**src/rtl/cfg_port_pkg.sv**
```systemverilog
package cfg_port_pkg;

   localparam int unsigned BYTE_W     = 8;
   localparam int unsigned CTRL_COUNT = 4;

   localparam logic [7:0] IDX_CTRL_BASE   = 8'hC0;
   localparam logic [7:0] IDX_REGION_BASE = 8'hC4;
   localparam logic [7:0] IDX_EXT_BASE    = 8'hD0;
   localparam logic [7:0] IDX_EXT_LAST    = 8'hFD;
   localparam logic [7:0] IDX_MODEL       = 8'hFE;
   localparam logic [7:0] IDX_REVISION    = 8'hFF;

   localparam int unsigned LOCK_REG     = 3;
   localparam logic [3:0]  MAP_OPEN_VAL = 4'b0001;

   // writable bits per control register (element 0 = C0h)
   localparam logic [CTRL_COUNT-1:0][7:0] CTRL_WMASK = {8'hFF, 8'hFE, 8'h1F, 8'hFF};
   // bits frozen while locked in system management mode
   localparam logic [CTRL_COUNT-1:0][7:0] CTRL_GUARD = {8'h02, 8'h00, 8'h0E, 8'h00};

   typedef logic [BYTE_W-1:0] cfg_byte_t;

   typedef struct packed {
      logic      wr;
      logic      rd;
      cfg_byte_t idx;
      cfg_byte_t wdata;
   } cfg_acc_t;

endpackage

```
**src/rtl/cfg_idx_tracker.sv**
```systemverilog
module cfg_idx_tracker
   import cfg_port_pkg::*;
#(
   parameter int unsigned IO_AW = 16,
   parameter logic [IO_AW-1:0] CMD_PORT  = 16'h0022,
   parameter logic [IO_AW-1:0] DATA_PORT = 16'h0023
) (
   input  logic             clk,
   input  logic             rst_n,
   input  logic [IO_AW-1:0] io_addr,
   input  cfg_byte_t        io_wdata,
   input  logic             io_wr,
   input  logic             io_rd,
   output cfg_acc_t         acc,
   output logic             port_rd,
   output cfg_byte_t        idx_q,
   output logic             idx_vld
);

   logic wr_eff, rd_eff, hit_cmd, hit_dat;

   assign wr_eff  = io_wr;
   assign rd_eff  = io_rd & ~io_wr;
   assign hit_cmd = (io_addr == CMD_PORT);
   assign hit_dat = (io_addr == DATA_PORT);

   always_ff @(posedge clk) begin
      if (!rst_n) begin
         idx_q   <= '0;
         idx_vld <= 1'b0;
      end else if (wr_eff && hit_cmd) begin
         idx_q   <= io_wdata;
         idx_vld <= 1'b1;
      end else if ((wr_eff || rd_eff) && hit_dat) begin
         idx_vld <= 1'b0;
      end
   end

   always_comb begin
      acc.wr    = wr_eff & hit_dat & idx_vld;
      acc.rd    = rd_eff & hit_dat & idx_vld;
      acc.idx   = idx_q;
      acc.wdata = io_wdata;
   end

   assign port_rd = rd_eff & (hit_cmd | hit_dat);

endmodule

```
**src/rtl/cfg_ctrl_bank.sv**
```systemverilog
module cfg_ctrl_bank
   import cfg_port_pkg::*;
(
   input  logic                              clk,
   input  logic                              rst_n,
   input  cfg_acc_t                          acc,
   input  logic                              smm_active,
   output logic [CTRL_COUNT-1:0][BYTE_W-1:0] ctrl_q,
   output logic                              hit,
   output cfg_byte_t                         rdata
);

   localparam int unsigned SEL_W = $clog2(CTRL_COUNT);

   logic guard_on;
   assign guard_on = ctrl_q[LOCK_REG][0] & smm_active;

   for (genvar i = 0; i < CTRL_COUNT; i++) begin : g_reg
      localparam logic [7:0] MY_IDX = IDX_CTRL_BASE + 8'(i);
      cfg_byte_t mask, merged, nxt;

      assign mask   = CTRL_WMASK[i] & ~(guard_on ? CTRL_GUARD[i] : 8'h00);
      assign merged = (ctrl_q[i] & ~mask) | (acc.wdata & mask);

      if (i == LOCK_REG) begin : g_lock
         // sticky: a 1 sets, only reset clears
         assign nxt = {merged[7:1], ctrl_q[i][0] | acc.wdata[0]};
      end else begin : g_plain
         assign nxt = merged;
      end

      always_ff @(posedge clk) begin
         if (!rst_n)
            ctrl_q[i] <= '0;
         else if (acc.wr && (acc.idx == MY_IDX))
            ctrl_q[i] <= nxt;
      end
   end

   assign hit   = (acc.idx[7:SEL_W] == IDX_CTRL_BASE[7:SEL_W]);
   assign rdata = ctrl_q[acc.idx[SEL_W-1:0]];

endmodule

```
**src/rtl/cfg_region_bank.sv**
```systemverilog
module cfg_region_bank
   import cfg_port_pkg::*;
#(
   parameter int unsigned NUM_REGIONS = 4,
   parameter logic [3:0]  REG0_SIZE   = 4'hF
) (
   input  logic                     clk,
   input  logic                     rst_n,
   input  cfg_acc_t                 acc,
   output logic [NUM_REGIONS*24-1:0] region_flat,
   output logic                     hit,
   output cfg_byte_t                rdata
);

   localparam int unsigned NB    = NUM_REGIONS * 3;
   localparam int unsigned OFF_W = $clog2(NB);

   if (NUM_REGIONS < 1 || NUM_REGIONS > 4) begin : g_bad_regions
      $error("cfg_region_bank: NUM_REGIONS must lie in 1..4");
   end

   cfg_byte_t       bytes_q [NB];
   logic [7:0]      off;

   assign off = acc.idx - IDX_REGION_BASE;
   assign hit = (acc.idx >= IDX_REGION_BASE) && (off < 8'(NB));

   for (genvar b = 0; b < NB; b++) begin : g_byte
      localparam cfg_byte_t RST_VAL = (b == 2) ? {4'h0, REG0_SIZE} : 8'h00;
      always_ff @(posedge clk) begin
         if (!rst_n)
            bytes_q[b] <= RST_VAL;
         else if (acc.wr && hit && (off[OFF_W-1:0] == OFF_W'(b)))
            bytes_q[b] <= acc.wdata;
      end
   end

   for (genvar k = 0; k < NUM_REGIONS; k++) begin : g_pack
      assign region_flat[k*24 +: 24] = {bytes_q[3*k], bytes_q[3*k+1], bytes_q[3*k+2]};
   end

   assign rdata = hit ? bytes_q[off[OFF_W-1:0]] : 8'hFF;

endmodule

```
**src/rtl/cfg_ext_bank.sv**
```systemverilog
module cfg_ext_bank
   import cfg_port_pkg::*;
#(
   parameter int unsigned EXT_COUNT = 8
) (
   input  logic                   clk,
   input  logic                   rst_n,
   input  cfg_acc_t               acc,
   input  logic                   map_open,
   output logic [EXT_COUNT*8-1:0] ext_flat,
   output logic                   hit,
   output cfg_byte_t              rdata
);

   localparam int unsigned EW = $clog2(EXT_COUNT);

   if (EXT_COUNT < 2 || EXT_COUNT > 46) begin : g_bad_ext
      $error("cfg_ext_bank: EXT_COUNT must lie in 2..46");
   end

   cfg_byte_t  ext_q [EXT_COUNT];
   logic [7:0] off;

   assign off = acc.idx - IDX_EXT_BASE;
   assign hit = map_open && (acc.idx >= IDX_EXT_BASE) && (off < 8'(EXT_COUNT));

   for (genvar j = 0; j < EXT_COUNT; j++) begin : g_ext
      always_ff @(posedge clk) begin
         if (!rst_n)
            ext_q[j] <= '0;
         else if (acc.wr && hit && (off[EW-1:0] == EW'(j)))
            ext_q[j] <= acc.wdata;
      end
      assign ext_flat[j*8 +: 8] = ext_q[j];
   end

   assign rdata = hit ? ext_q[off[EW-1:0]] : 8'hFF;

endmodule

```
**src/rtl/cfg_index_port.sv**
```systemverilog
module cfg_index_port
   import cfg_port_pkg::*;
#(
   parameter int unsigned      IO_AW       = 16,
   parameter logic [IO_AW-1:0] CMD_PORT    = 16'h0022,
   parameter logic [IO_AW-1:0] DATA_PORT   = 16'h0023,
   parameter int unsigned      NUM_REGIONS = 4,
   parameter int unsigned      EXT_COUNT   = 8,
   parameter logic [7:0]       MODEL_ID    = 8'h1B,
   parameter logic [3:0]       REV_ID      = 4'h3,
   parameter logic [3:0]       STEP_ID     = 4'h1
) (
   input  logic                     clk,
   input  logic                     rst_n,
   input  logic [IO_AW-1:0]         io_addr,
   input  logic [7:0]               io_wdata,
   input  logic                     io_wr,
   input  logic                     io_rd,
   input  logic                     smm_active,
   output logic [7:0]               io_rdata,
   output logic [31:0]              ctrl_flat,
   output logic [NUM_REGIONS*24-1:0] region_flat,
   output logic [EXT_COUNT*8-1:0]   ext_flat,
   output logic                     lock_o,
   output logic                     map_open_o
);

   if (CMD_PORT == DATA_PORT) begin : g_bad_ports
      $error("cfg_index_port: command and data ports must differ");
   end

   cfg_acc_t                          acc;
   logic                              port_rd;
   cfg_byte_t                         idx_q;
   logic                              idx_vld;
   logic [CTRL_COUNT-1:0][BYTE_W-1:0] ctrl_q;
   logic                              ctrl_hit, reg_hit, ext_hit;
   cfg_byte_t                         ctrl_rd, reg_rd, ext_rd, sel;

   cfg_idx_tracker #(
      .IO_AW(IO_AW), .CMD_PORT(CMD_PORT), .DATA_PORT(DATA_PORT)
   ) u_idx (
      .clk(clk), .rst_n(rst_n), .io_addr(io_addr), .io_wdata(io_wdata),
      .io_wr(io_wr), .io_rd(io_rd), .acc(acc), .port_rd(port_rd),
      .idx_q(idx_q), .idx_vld(idx_vld)
   );

   cfg_ctrl_bank u_ctrl (
      .clk(clk), .rst_n(rst_n), .acc(acc), .smm_active(smm_active),
      .ctrl_q(ctrl_q), .hit(ctrl_hit), .rdata(ctrl_rd)
   );

   cfg_region_bank #(.NUM_REGIONS(NUM_REGIONS), .REG0_SIZE(4'hF)) u_region (
      .clk(clk), .rst_n(rst_n), .acc(acc), .region_flat(region_flat),
      .hit(reg_hit), .rdata(reg_rd)
   );

   assign map_open_o = (ctrl_q[LOCK_REG][7:4] == MAP_OPEN_VAL);
   assign lock_o     = ctrl_q[LOCK_REG][0];
   assign ctrl_flat  = ctrl_q;

   cfg_ext_bank #(.EXT_COUNT(EXT_COUNT)) u_ext (
      .clk(clk), .rst_n(rst_n), .acc(acc), .map_open(map_open_o),
      .ext_flat(ext_flat), .hit(ext_hit), .rdata(ext_rd)
   );

   always_comb begin
      if (ctrl_hit)                    sel = ctrl_rd;
      else if (reg_hit)                sel = reg_rd;
      else if (ext_hit)                sel = ext_rd;
      else if (acc.idx == IDX_MODEL)    sel = MODEL_ID;
      else if (acc.idx == IDX_REVISION) sel = {REV_ID, STEP_ID};
      else                             sel = 8'hFF;
   end

   always_ff @(posedge clk) begin
      if (!rst_n)
         io_rdata <= 8'h00;
      else if (port_rd)
         io_rdata <= acc.rd ? sel : 8'hFF;
   end

endmodule

```
**config.mk**
```make
export PLATFORM = sky130hd
export DESIGN_NAME = cfg_index_port
export DESIGN_NICKNAME = d
export VERILOG_FILES = /design/src/rtl/cfg_port_pkg.sv /design/src/rtl/cfg_idx_tracker.sv /design/src/rtl/cfg_ctrl_bank.sv /design/src/rtl/cfg_region_bank.sv /design/src/rtl/cfg_ext_bank.sv /design/src/rtl/cfg_index_port.sv
export SDC_FILE = /design/constraint.sdc
export NUM_CORES = 1
export LEC_CHECK = 0
export ABC_AREA = 1
export BUFFER_PORTS_ARGS = -buffer_cell sky130_fd_sc_hd__buf_2
export CAP_MARGIN = 20
export CORE_MARGIN = 1.5
export CORE_UTILIZATION = 55
export CTS_CLUSTER_SIZE = 30
export DETAILED_ROUTE_END_ITERATION = 6
export PLACE_DENSITY_LB_ADDON = 0.25
export SYNTH_ARGS = -nofsm -noshare
export SYNTH_HDL_FRONTEND = slang
export SYNTH_SLANG_ARGS = --single-unit
```
**constraint.sdc**
```tcl
create_clock -name clk -period 3.8 [get_ports clk]
set_input_delay 0.57 -clock clk [delete_from_list [all_inputs] [get_ports clk]]
set_output_delay 0.57 -clock clk [all_outputs]
set_load 0.03 [all_outputs]
```
# [Yosys cells after proc, flatten, opt, wreduce, memory -nomap -nowiden]
# Memories as Yosys holds them, arrays and structs flattened.
# Index checks and enable logic that the tools add are counted.
[totals] reg_bits=49 ramBits=160 input_bits=29 out_inout_bits=202 wordCells=213 mem_count=2
[classes] addsub=2 magnitude_cmp=5 eq_ne=28 muxes=93 bitwise_logic=41 n_reduce_logical=35
[mem_list] memory="u_region.bytes_q" depth=12 word_bits=8 read_ports=13 rd_ports_with_merged_regs=0 write_ports=12 line_no="cfg_region_bank.sv:22" rtl="cfg_byte_t bytes_q [NB];"
[mem_list] memory="u_ext.ext_q" depth=8 word_bits=8 read_ports=9 rd_ports_with_merged_regs=0 write_ports=8 line_no="cfg_ext_bank.sv:21" rtl="cfg_byte_t ext_q [EXT_COUNT];"
[op_table] op="$mux 8" count=27
[op_table] op="$mux 1" count=63
[op_table] op="$eq 8x8->1 const B" count=6
[op_table] op="$eq 16x6->1 const B" count=2
[op_table] op="$logic_and 1x1->1" count=31
[op_table] op="$and 8x8->8" count=3
[op_table] op="$or 1x1->1" count=22
[op_table] op="$bmux 8 s2" count=1
[op_table] op="$eq 4x3->1 const B" count=4
[op_table] op="$eq 4x4->1 const B" count=4
[op_table] op="$ge 8x8->1 const B" count=2
[op_table] op="$lt 8x4->1 const B" count=2
[op_table] op="$not 8->8" count=2
[op_table] op="$or 8x8->8" count=2
[op_table] op="$sub 8x8->8 const B" count=2
[op_table] op="$eq 3x3->1 const B" count=4
[op_table] op="$and 8x5->8" count=1
[op_table] op="$eq 4x1->1 const B" count=2
[op_table] op="$eq 4x2->1 const B" count=2
[op_table] op="$not 5->8" count=1
[op_table] op="$or 1x8->8" count=1
[op_table] op="$and 1x1->1" count=7
[op_table] op="$eq 3x2->1 const B" count=2
[op_table] op="$eq 6x6->1 const B" count=1
[op_table] op="10 further kinds" count=10

# [Logic depth before layout (Yosys ltp)]
[depth] depth_word=9 depth_mapped=14 depth_no_buf=12

# [Modules after synthesis]
# Synthesis repeated with hierarchy kept, for this count alone.
[unflattened] cells_unflattened=1246 hier_area_um2=11113.2
[by_module_without_submodules] module="cfg_region_bank" n_inst=1 cells_per_inst=499 area_per_inst_um2=5260.0 seq_area_each_um2=2882.8
[by_module_without_submodules] module="cfg_ext_bank" n_inst=1 cells_per_inst=364 area_per_inst_um2=3239.4 seq_area_each_um2=1921.8
[by_module_without_submodules] module="cfg_ctrl_bank" n_inst=1 cells_per_inst=201 area_per_inst_um2=1457.6 seq_area_each_um2=560.5
[by_module_without_submodules] module="cfg_idx_tracker" n_inst=1 cells_per_inst=99 area_per_inst_um2=635.6 seq_area_each_um2=180.2
[by_module_without_submodules] module="cfg_index_port" n_inst=1 cells_per_inst=83 area_per_inst_um2=520.5 seq_area_each_um2=160.2

# [Least setup slack after synthesis]
# Ideal clock, no wire load.
[synth_path] path_kind="reg-to-reg" start="reg u_idx.idx_q[2]" end="mem u_region.bytes_q[6][0] (netlist name) (enable)" setup_ns=0.384 arrival_time_ns=2.546 required_time_ns=3.416 path_slack_ns=0.870 stages_incl_launch_ff=14 n_path_buf=3 period_less_slack_ns=2.930 cell_sequence="dfxtp_1 buf_2 inv_1 buf_1 ha_1 nand2_1 nand2_1 nand2_1 nor2_1 nand2_1 nor2_4 buf_12 nand2_2 o21ai_0"
[synth_rtl] element="start: declaration" line_no="cfg_idx_tracker.sv:16" rtl="output cfg_byte_t idx_q,"
[synth_rtl] element="start signal: assignment" line_no="cfg_idx_tracker.sv:32" rtl="idx_q <= io_wdata;"
[synth_rtl] element="end: declaration" line_no="cfg_region_bank.sv:22"

# [Worst setup path in the final report]
[layout_path] start="reg u_idx.idx_q[1]" end="reg io_rdata[3]"
[layout_between] elab_chain_len=7 elab_cells_between_ends=21 cone_classes="2 x add/sub; 4 x order compare; 2 x eq/ne; 8 x mux; 3 x reduce/logical; 2 x memory"
[layout_rtl] element="$sub 8x8->8, or another cell as far along" line_no="cfg_ext_bank.sv:24" rtl="assign off = acc.idx - IDX_EXT_BASE;"
[layout_rtl] element="$lt 8x4->1, or another cell as far along" line_no="cfg_ext_bank.sv:25" rtl="assign hit = map_open && (acc.idx >= IDX_EXT_BASE) && (off < 8'(EXT_COUNT));"
[layout_rtl] element="$logic_and 1x1->1 or $mux 8 (tied branches)" line_no="cfg_ext_bank.sv:25, cfg_index_port.sv:71"
[layout_rtl] element="$mux 8" line_no="cfg_index_port.sv:70" rtl="else if (ext_hit) sel = ext_rd;"
[layout_rtl] element="$mux 8" line_no="cfg_index_port.sv:69" rtl="else if (reg_hit) sel = reg_rd;"
[layout_rtl] element="$mux 8 (*)" line_no="cfg_index_port.sv:68" rtl="if (ctrl_hit) sel = ctrl_rd;"
[layout_rtl] element="$mux 8 (*)" line_no="cfg_index_port.sv:80" rtl="io_rdata <= acc.rd ? sel : 8'hFF;"
[layout_rtl] element="end signal: assignment" line_no="cfg_index_port.sv:80"
[layout_rtl] element="end: declaration" line_no="cfg_index_port.sv:20" rtl="output logic [7:0] io_rdata,"
# Every way passes the cells marked *; elsewhere a longest branch is shown, timed or not. The select of a mux whose other input is x is not followed.
# A chain may end at the register's enable or synchronous reset.

==> results.toml <==
[clock_tree]
holdBufCountCts = 0
numCtsBuffers = 21
worstSkewPairLatency_ns = 0.52
cts-resized-gates = 0
clkTransAtPathRegs_ns = 0.06
tritoncts = "yes"
cts.sinks = 205
max-clock-path-buffers = 3
cts-root-buf = "clkbuf_16"
htree_levels = 1
postCtsSetupBuffers = 0

[synthesis]
yosysMostFrequentCell = "nand2_1"
yosysTopAreaCellShare_pct = 47.60
syn_avg_cell_area_sq_um = 8.605
synth.distinct_cells = 31
ys_seq_area_share_pct = 56.53
synth_area_leader_cell = "edfxtp_1"
synthFlopType = "edfxtp_1"
async_flop_share_pct = 0
ys_top_cells_by_area = "edfxtp_1 48%, nand2_1 15%, dfxtp_1 8.9%"
synth_edf_count = 160
synth_seq_cells = 205
synthTopCellsByCount = "410 x nand2_1, 180 x nor2_1, 160 x edfxtp_1"
yosysWarnings = 0
syn_inst = 1173
netlist_area_sq_mm = 0.01009

[worst_setup_path]
startpoint = "u_idx.idx_q[1]$_SDFFE_PN0P_"
critical_path_class = "reg2reg"
critPathCaptureType = "flop"
crit_family = "buffers and inverters"
rr_startpoint = "u_idx.idx_q[1]$_SDFFE_PN0P_"
slowest_stage = "dfxtp_1"
crit_buf_inv = 3
crit_chain = "buf_4 -> inv_1 -> nand2_1 -> nand2_1 -> nand2_1 -> nand2_1 -> inv_1 -> nand2_1 -> nand3_1 -> a21oi_1"
crit_path_start_kind = "flop"
critPathMaxFanout = 24
cpPeakStageDelay_ns = 0.89
worstPathArrival_ns = 3.16
critPathRequiredTime_ns = 4.18
crit_top_cell = "nand2_1"

[sta]
relSlewSlack_pct = 23.87
maxSlewViolCount = 0
worst_pin_slew_ns = 1.141
worst_slack_ns = 1.020
finalSetupViolCount = 0
rsz0062_at_grt = "no"
fmaxAchievable_ghz = 0.3597
final_hold_viol_count = 0
fin_crit_sh_pct = 73.17
setup_tns_ns = 0
skew_ns = 0.02664
min_period_ns = 2.780
timing.hold.ws_ns = 0.3687

[route]
antenna_left = 0
drc = 0
via_count = 9406
wl_per_cell_um = 19.48
wl_um = 31710
firstDrtPassIters = 6
viasPerCell = 5.778
drt-initial-drc-count = 1126

[floorplan]
start_util_pct = 56.19
core_sq_mm = 0.01796
num_io_pins = 231
fp.dieArea_sq_mm = 0.01917
dieHeight_um = 138.5
dieWidth_um = 138.5
placementRows = 49

[grt]
grt_pass1_wl_um = 48480
grt-ovfl-total = 0
antenna_found_initial = 1
grt.total_usage_pct = 32.26
first_global_vias = 8866
grt_max_degree = 51

[hold_path]
hp-start = "io_wdata[0]"
hold_class = "in2reg"

[final_layout]
fillers = 1518
regArea_sq_mm = 0.005707
area_growth_pct = 19.76
fin_util_pct = 67.29
final_cell_area_sq_mm = 0.01209
multi_input_area_sq_mm = 0.003872
drive_gt1_share_pct = 24.11
stdcell_count = 1628
nNetsFinal = 1418

[job]
maxCapViolCount = 0

[power_and_ir_drop]
leakagePower_nw = 5.269
power.density_mw_per_mm2 = 419.8
ir_worst_vdd_v = 0.0003406
total_power_mw = 5.074

[placement]
routabilityCongestion = 1.003
dp_slack_ns = 1.025
portBuffers = 226
place_area_sq_mm = 0.01142
dp_cells = 1590
dp_hpwl_um = 21700

[status]
status = "finished clean"
## layer usage
| metal | vias up | track usage [%] | wire [um] |
|---|---|---|---|
| met5 | - | 0 | 0 |
| met4 | 0 | 14.57 | 1320 |
| met3 | 102 | 6.200 | 3867 |
| met2 | 630 | 50.20 | 14540 |
| met1 | 4367 | 44.20 | 11980 |
| li1 | 4307 | - | - |
## where the power goes
group	internal [mW]	switching [mW]	total, mW
Clock	1.17	0.868	2.04
Sequential	2.50	0.0600	2.56
Combinational	0.110	0.370	0.480
Total	3.78	1.30	5.07
## worst min-delay path, delay by kind of cell
family | cells | cell delay (ns)
and+or+nand+nor | 1 | 0.07
buffers and inverters | 1 | 0.12
AOI/OAI and AO/OA | 1 | 0.06
## final cells by class
type | instances | area share [%]
tap | 229 | 2.370
inverter | 52 | 1.615
multi-input combinational | 847 | 32.04
clock inverter | 12 | 0.9109
clock buffer | 25 | 4.554
timing repair buffer | 257 | 11.28
sequential | 205 | 47.21
antenna | 1 | 0.02070
## path summary, 6_finish.rpt
path	to	slack, ns	cells past startpoint
setup / recovery	io_rdata[3]$_SDFFE_PN0P_	1.02	10
hold / removal	u_ctrl.ctrl_q[0]$_SDFFE_PN0P_	0.37	3
setup reg to reg	io_rdata[3]$_SDFFE_PN0P_	1.02	10
hold reg to reg	u_ctrl.ctrl_q[9]$_SDFFE_PN0P_	0.49	2
## state kept, by name, indices dropped and copies added (netlist names)
register	cells
u_region.bytes_q	96
u_idx.idx_q	8
u_ctrl.ctrl_q	28
io_rdata	8
u_idx.idx_vld	1
u_ext.ext_q	64
## cells by family after synthesis
logic type / Yosys count / synth area share [%]
compound gates: 101 / 5.281
other cells: 1 / 0.03715
fa+ha+maj: 5 / 0.6198
simple gates: 737 / 32.29
flops: 205 / 56.53
buf+inv: 124 / 5.244
## cells in the final DEF (no fill, tap or decap), types with 3 or more instances in the layout
master,netlist,routed
buf_2,17,226
inv_1,46,46
ha_1,5,5
nor2_4,3,3
edfxtp_1,160,160
nand2_1,410,410
nor3_2,4,4
nor2_2,15,16
nor2_1,180,179
conb_1,1,4
nand4_2,8,8
nand4_4,7,7
a21oi_1,53,53
a41oi_1,4,4
nand3_1,74,74
clkinv_1,0,5
buf_4,7,31
o21ai_0,36,36
nand4_1,27,27
o211ai_1,5,5
clkbuf_1,43,3
clkinv_2,0,3
o21ai_1,3,3
inv_2,6,6
clkbuf_16,0,21
dfxtp_1,45,44
(Power assumes the default switching activity.)
